$ cat src/rtl/itrace_filter.sv
module itrace_filter #(
  parameter int          ADDR_W   = 12,
  parameter logic [ADDR_W-1:0] CTL_ADDR = 12'h080
) (
  input  logic              clk,
  input  logic              rst_n,
  input  logic              trace_en,
  input  logic              reg_wen,
  input  logic [ADDR_W-1:0] reg_addr,
  input  logic [31:0]       reg_wdata,
  output logic [31:0]       reg_rdata,
  input  logic              item_valid,
  input  logic [1:0]        item_el,
  input  logic              item_ns,
  input  logic              item_serr,
  input  logic              item_rst,
  output logic              trace_hit
);
  localparam logic [31:0] WMASK = 32'h007B_0EFF;
  localparam int NS_LSB = 20;
  localparam int S_LSB  = 16;
  localparam int SS_BIT = 9;
  localparam int RST_BIT = 10;
  localparam int ERR_BIT = 11;

  logic [31:0] ctl_q;
  logic        last_q;
  logic        sel;
  logic        lvl_ok;
  logic        decide;

  assign sel = (reg_addr == CTL_ADDR);
  assign reg_rdata = sel ? ctl_q : 32'd0;

  always_ff @(posedge clk) begin
    if (!rst_n)                       ctl_q <= 32'd0;
    else if (reg_wen && sel && !trace_en) ctl_q <= reg_wdata & WMASK;
  end

  always_comb begin
    lvl_ok = 1'b0;
    if (item_ns) lvl_ok = (item_el != 2'd3) && ctl_q[NS_LSB + int'(item_el)];
    else         lvl_ok = ctl_q[S_LSB + int'(item_el)];
  end

  always_comb begin
    if (item_rst)       decide = ctl_q[RST_BIT] | last_q;
    else if (item_serr) decide = ctl_q[ERR_BIT] | last_q;
    else                decide = ctl_q[SS_BIT] & lvl_ok;
  end

  assign trace_hit = trace_en & item_valid & decide;

  always_ff @(posedge clk) begin
    if (!rst_n || !trace_en) last_q <= 1'b0;
    else if (item_valid)     last_q <= trace_hit;
  end
endmodule


$ cat config.mk
export PLATFORM = sky130hd
export DESIGN_NAME = itrace_filter
export DESIGN_NICKNAME = d
export VERILOG_FILES = /design/src/rtl/itrace_filter.sv
export SDC_FILE = /design/constraint.sdc
export NUM_CORES = 1
export LEC_CHECK = 0
export ABC_AREA = 1
export CORE_ASPECT_RATIO = 1.25
export CORE_MARGIN = 5
export CORE_UTILIZATION = 33
export CTS_CLUSTER_DIAMETER = 120
export DETAILED_ROUTE_END_ITERATION = 10
export MAX_ROUTING_LAYER = met4
export PLACE_DENSITY = 0.81
export SLEW_MARGIN = 20
export SYNTH_ARGS = -nofsm -noshare
export SYNTH_HDL_FRONTEND = slang
export SYNTH_SLANG_ARGS = --single-unit
$ cat constraint.sdc
create_clock -name clk -period 2.5 [get_ports clk]
set_clock_uncertainty 0.2 [all_clocks]
set_input_delay 0.5 -clock clk [delete_from_list [all_inputs] [get_ports clk]]
set_output_delay 0.5 -clock clk [all_outputs]
set_load 0.01 [all_outputs]
# Word level (Yosys, flattened, before mapping)
# Index checks and enable logic that the tools add are counted.
[word_totals] register_bits=18 word_cells=29
[classes] addsub=2 order_cmp=2 eq_ne=2 mux=10 n_bitwise=5 reduce_logical=6
[op_table] op="23-bit 2-to-1 mux" count=1
[op_table] op="5-bit by 2-bit adder with 6-bit output (first input constant)" count=2
[op_table] op="12-bit by 8-bit equality test with 1-bit output (second input constant)" count=1
[op_table] op="6-bit < comparator (second input constant)" count=2
[op_table] op="1-bit binary-select mux with 5-bit select" count=2
[op_table] op="1-bit 2-to-1 mux" count=7
[op_table] op="1-bit AND" count=3
[op_table] op="1-bit logical AND" count=3
[op_table] op="1-bit logical NOT" count=2
[op_table] op="2-bit != test (second input constant)" count=1
[op_table] op="1-bit OR" count=2
[op_table] op="1-bit logical OR" count=1

# Depth between registers and ports, before layout
# Gate-level depths: netlist of run 1.
[logic_depth] depth_word=10 depth_mapped=11 depth_no_buf=11

# Worst setup path after synthesis of run 1
# No wires, ideal clock.
[synth_path] path_type="input -> output" start="input reg_addr[3]" end="output reg_rdata[10]" t_arrival_ns=1.586 required_ns=1.800 path_slack_ns=0.214 cell_stages=5 path_buffers=1 path_cell_list="or2_4 -> nor4_4 -> inv_2 -> clkbuf_1 -> nor2_1"
[synth_via] elab_chain_len=2
[synth_lines] element="from (decl)" line="9" rtl="input logic [ADDR_W-1:0] reg_addr,"
[synth_lines] element="12-bit by 8-bit equality test with 1-bit output" line="32" rtl="assign sel = (reg_addr == CTL_ADDR);"
[synth_lines] element="23-bit 2-to-1 mux" line="33" rtl="assign reg_rdata = sel ? ctl_q : 32'd0;"
[synth_lines] element="to (decl)" line="11" rtl="output logic [31:0] reg_rdata,"
# Every way passes these cells.

# Worst setup path after layout of run 1
[layout_path] start="input reg_addr[2]" end="output reg_rdata[3]"
# The elaborated chain is that of the path after synthesis.

==> flow_metrics.tcl, run 1 <==
set metrics [dict create \
    status "finished, final reports clean" \
    coreArea_sq_mm 0.00325 \
    criticalPathCategory "in -> out" \
    grt_setup_unrepaired "yes" \
    min_path_type "reg -> reg" \
    cts.hold.buffers_added 0 \
    globalplace.congestion 0.769 \
    seqCellArea_sq_um 360 \
    crit_family "simple AND/OR/NAND/NOR gates" \
    synthArstFlopShare_pct 0 \
    crit_path_max_incr_delay_ns 0.28 \
    worstPathCellList "clkdlybuf4s15_1 -> or2_4 -> nor4_4 -> buf_4 -> clkinv_8 -> nor2_4 -> buf_6" \
    hpwl_um 2190 \
    fmax_mhz 410 \
    cp_num_cells 7 \
    detail_route.iter0.violations 27 \
    cp-end-kind "output pin" \
    post-route-util_pct 55.2 \
    grt_pass1_vias 1147 \
    synth_fa_ha_area_share_pct 0 \
    area_growth_pct 59.9 \
    synth_cell_types 18 \
    synth_common_cells "55 x nor2_1, 50 x nand2_1, 28 x inv_1, 18 x dfxtp_1, 15 x buf_4" \
    synthMuxAreaShare_pct 0 \
    clock-sinks 18 \
    synthXorXnorAreaFrac_pct 0 \
    tns_ns 0 \
    dr.pass1.iters 4 \
    yosysMostFrequentCell "nor2_1" \
    path_buf_inv 4 \
    yosys_register_bits 18 \
    cellLeakagePower_nw 0.949 \
    initial_core_util_pct 34.5 \
    grt.overflow.total 0 \
    ant_nets 0 \
    vias_per_cell 4.34 \
    die-area_sq_mm 0.00467 \
    grt_pass1_wl_um 5150 \
    synth-simple-area-share_pct 43.1 \
    rows 23 \
    nNetsFinal 304 \
    numCtsBuffers 3 \
    finalSetupViolCount 0 \
    synth-edff-count 0 \
    die_h_um 75.2 \
    cp_max_fo 8 \
    synth_top_family_by_area "simple AND/OR/NAND/NOR gates" \
    wl_um 3190 \
    critPathSlowestCell "nor4_4" \
    worst_ep_required_time_ns 1.80 \
    cts_root_buf "clkbuf_8" \
    fin_crit_sh_pct 97.7 \
    path_clk_slew_ns 0.06 \
    cts_tree "yes" \
    grt_max_degree 35 \
    worstSkewPairLatency_ns 0.25 \
    ys_seq_area_share_pct 32.1 \
    worstSetupStartpointType "primary input" \
    io_pins 87 \
    period_needed_ns 2.44 \
    final_layout_size_suffix_gt1_share_pct 23.8 \
    hold-path-cell-count 4 \
    cap_violations 0 \
    wl_per_cell_um 11.2 \
    yosys_warnings 0 \
    num_vias 1236 \
    syn_area_sq_mm 0.00112 \
    htreeDepth 1 \
    r2r_cells 11 \
    synth_compound_area_share_pct 1.00 \
    antenna_cells 0 \
    yosys.area.top_type_share_pct 32.1 \
    die_x_um 62.2 \
    synth_top_area_cell "dfxtp_1" \
    hold_viol 0 \
    synthTopCellsByArea "dfxtp_1 32%, nor2_1 18%, nand2_1 17%" \
    clock_path_buffers 2 \
    powerDensity_mw_per_mm2 323 \
    multi_input_area_sq_um 647 \
    arrival_ns 1.74 \
    fillers 343 \
    antenna_found_initial 0 \
    grt_usage_pct 14.0 \
    avgSynthCellArea_sq_um 6.00 \
    yosys_most_used_dff "dfxtp_1" \
    ir_drop_uv 254 \
    place.port_buffers 56 \
    drc 0 \
    syn_inst 187 \
    slew_violations 0 \
]
[sequential cells by signal (all words and copies together) (netlist names)]
signal and flops:
ctl_q 17, last_q 1
[stage by stage]
stage          setup WS, ns  instances  total power, W  cell area (sq um)  hold WS (ns)
6_report             0.0584        285        0.000580               1790         0.325
5_1_grt             -0.0181        285        0.000614               1790         0.363
4_1_cts             0.00390        285        0.000589               1670         0.322
3_5_place_dp         -0.567        278        0.000392               1680         0.312
3_3_place_gp         -0.559        278        0.000391               1680         0.305
2_1_floorplan         0.214        201        0.000341               1170         0.295
[final cells by class]
cell class	instances	area share, %
Inverter	29	6.83
Tap cell	37	2.58
Clock buffer	3	2.30
Timing Repair Buffer	63	30.9
Sequential cell	18	20.1
Timing Repair inverter	2	1.26
Multi-Input combinational cell	133	36.1
[worst paths after layout]
kind,slack [ns],to,from
worst max-delay path,0.06,reg_rdata[3],reg_addr[2]
worst min-delay path,0.33,ctl_q[2],ctl_q[2]
worst max register to register,1.14,last_q,ctl_q[21]
worst min register to register,0.33,ctl_q[2],ctl_q[2]
[logic make-up (layout without fill, tap and decap cells)]
family | Yosys count | after routing
and+or+nand+nor | 116 | 116
buffers and inverters | 50 | 97
DFF | 18 | 18
AOI/OAI and AO/OA | 2 | 2
other | 1 | 15
[timing repair]
action                     4_1_cts  5_1_grt
pin swaps                       10        9
resized for setup               87       53
setup buffers                    2        0
setup endpoints to repair       18       18
gates cloned                     2        0
[cells in the final DEF (no fill, tap or decap), drive strengths merged]
cell type,netlist,final
dlygate4sd2,0,5
clkbuf,1,9
nand2,50,50
inv,29,29
nand3,7,7
buf,20,25
dlymetal6s2s,0,2
or2,3,3
a31oi,1,1
clkdlybuf4s50,0,24
conb,1,15
bufinv,0,1
nor2,55,55
dfxtp,18,18
a21oi,1,1
clkdlybuf4s15,0,1
clkinv,0,1
nor4,1,1
[layer usage]
metal	track usage [%]	routed length, um
met5	-	0
met4	3.61	9
met3	4.63	301
met2	23.5	1580
met1	16.1	1300
[worst reg2reg max path, cell delays in order, from the launching register on]
cell     delay, ns
dfxtp_1       0.31
inv_1         0.08
nand2_1       0.07
nand3_1       0.07
nand2_1       0.07
nand3_1       0.07
nand2_1       0.06
nand2_1       0.04
nand2_1       0.05
nand2_1       0.06
buf_4         0.13
a21oi_1       0.10
[power breakdown]
part | switching (W) | total, W | internal, W | leakage, nW
Sequential | 0.0000000576 | 0.000287 | 0.000287 | 0.145
Combinational | 0.0000386 | 0.0000933 | 0.0000547 | 0.782
Clock | 0.0000930 | 0.000200 | 0.000107 | 0.0216
No activity file was read; power rests on OpenSTA's default activity.
==> inputs of run 2 (changes only) <==
--- a/config.mk
+++ b/config.mk
@@ -11,6 +11,7 @@
 export CORE_UTILIZATION = 33
 export CTS_CLUSTER_DIAMETER = 120
 export DETAILED_ROUTE_END_ITERATION = 10
+export HOLD_SLACK_MARGIN = 0.03
 export MAX_ROUTING_LAYER = met4
 export PLACE_DENSITY = 0.81
 export SLEW_MARGIN = 20
==> results of run 2 <==
Same layout as run 1: the final DEF is identical, and so are final timing and power.
==> inputs of run 3 (changes only) <==
--- a/config.mk
+++ b/config.mk
@@ -11,7 +11,7 @@
 export CORE_UTILIZATION = 33
 export CTS_CLUSTER_DIAMETER = 120
 export DETAILED_ROUTE_END_ITERATION = 10
-export HOLD_SLACK_MARGIN = 0.03
+export HOLD_SLACK_MARGIN = 0.06
 export MAX_ROUTING_LAYER = met4
 export PLACE_DENSITY = 0.81
 export SLEW_MARGIN = 20
==> results of run 3 <==
Same layout as run 1: the final DEF is identical, and so are final timing and power.
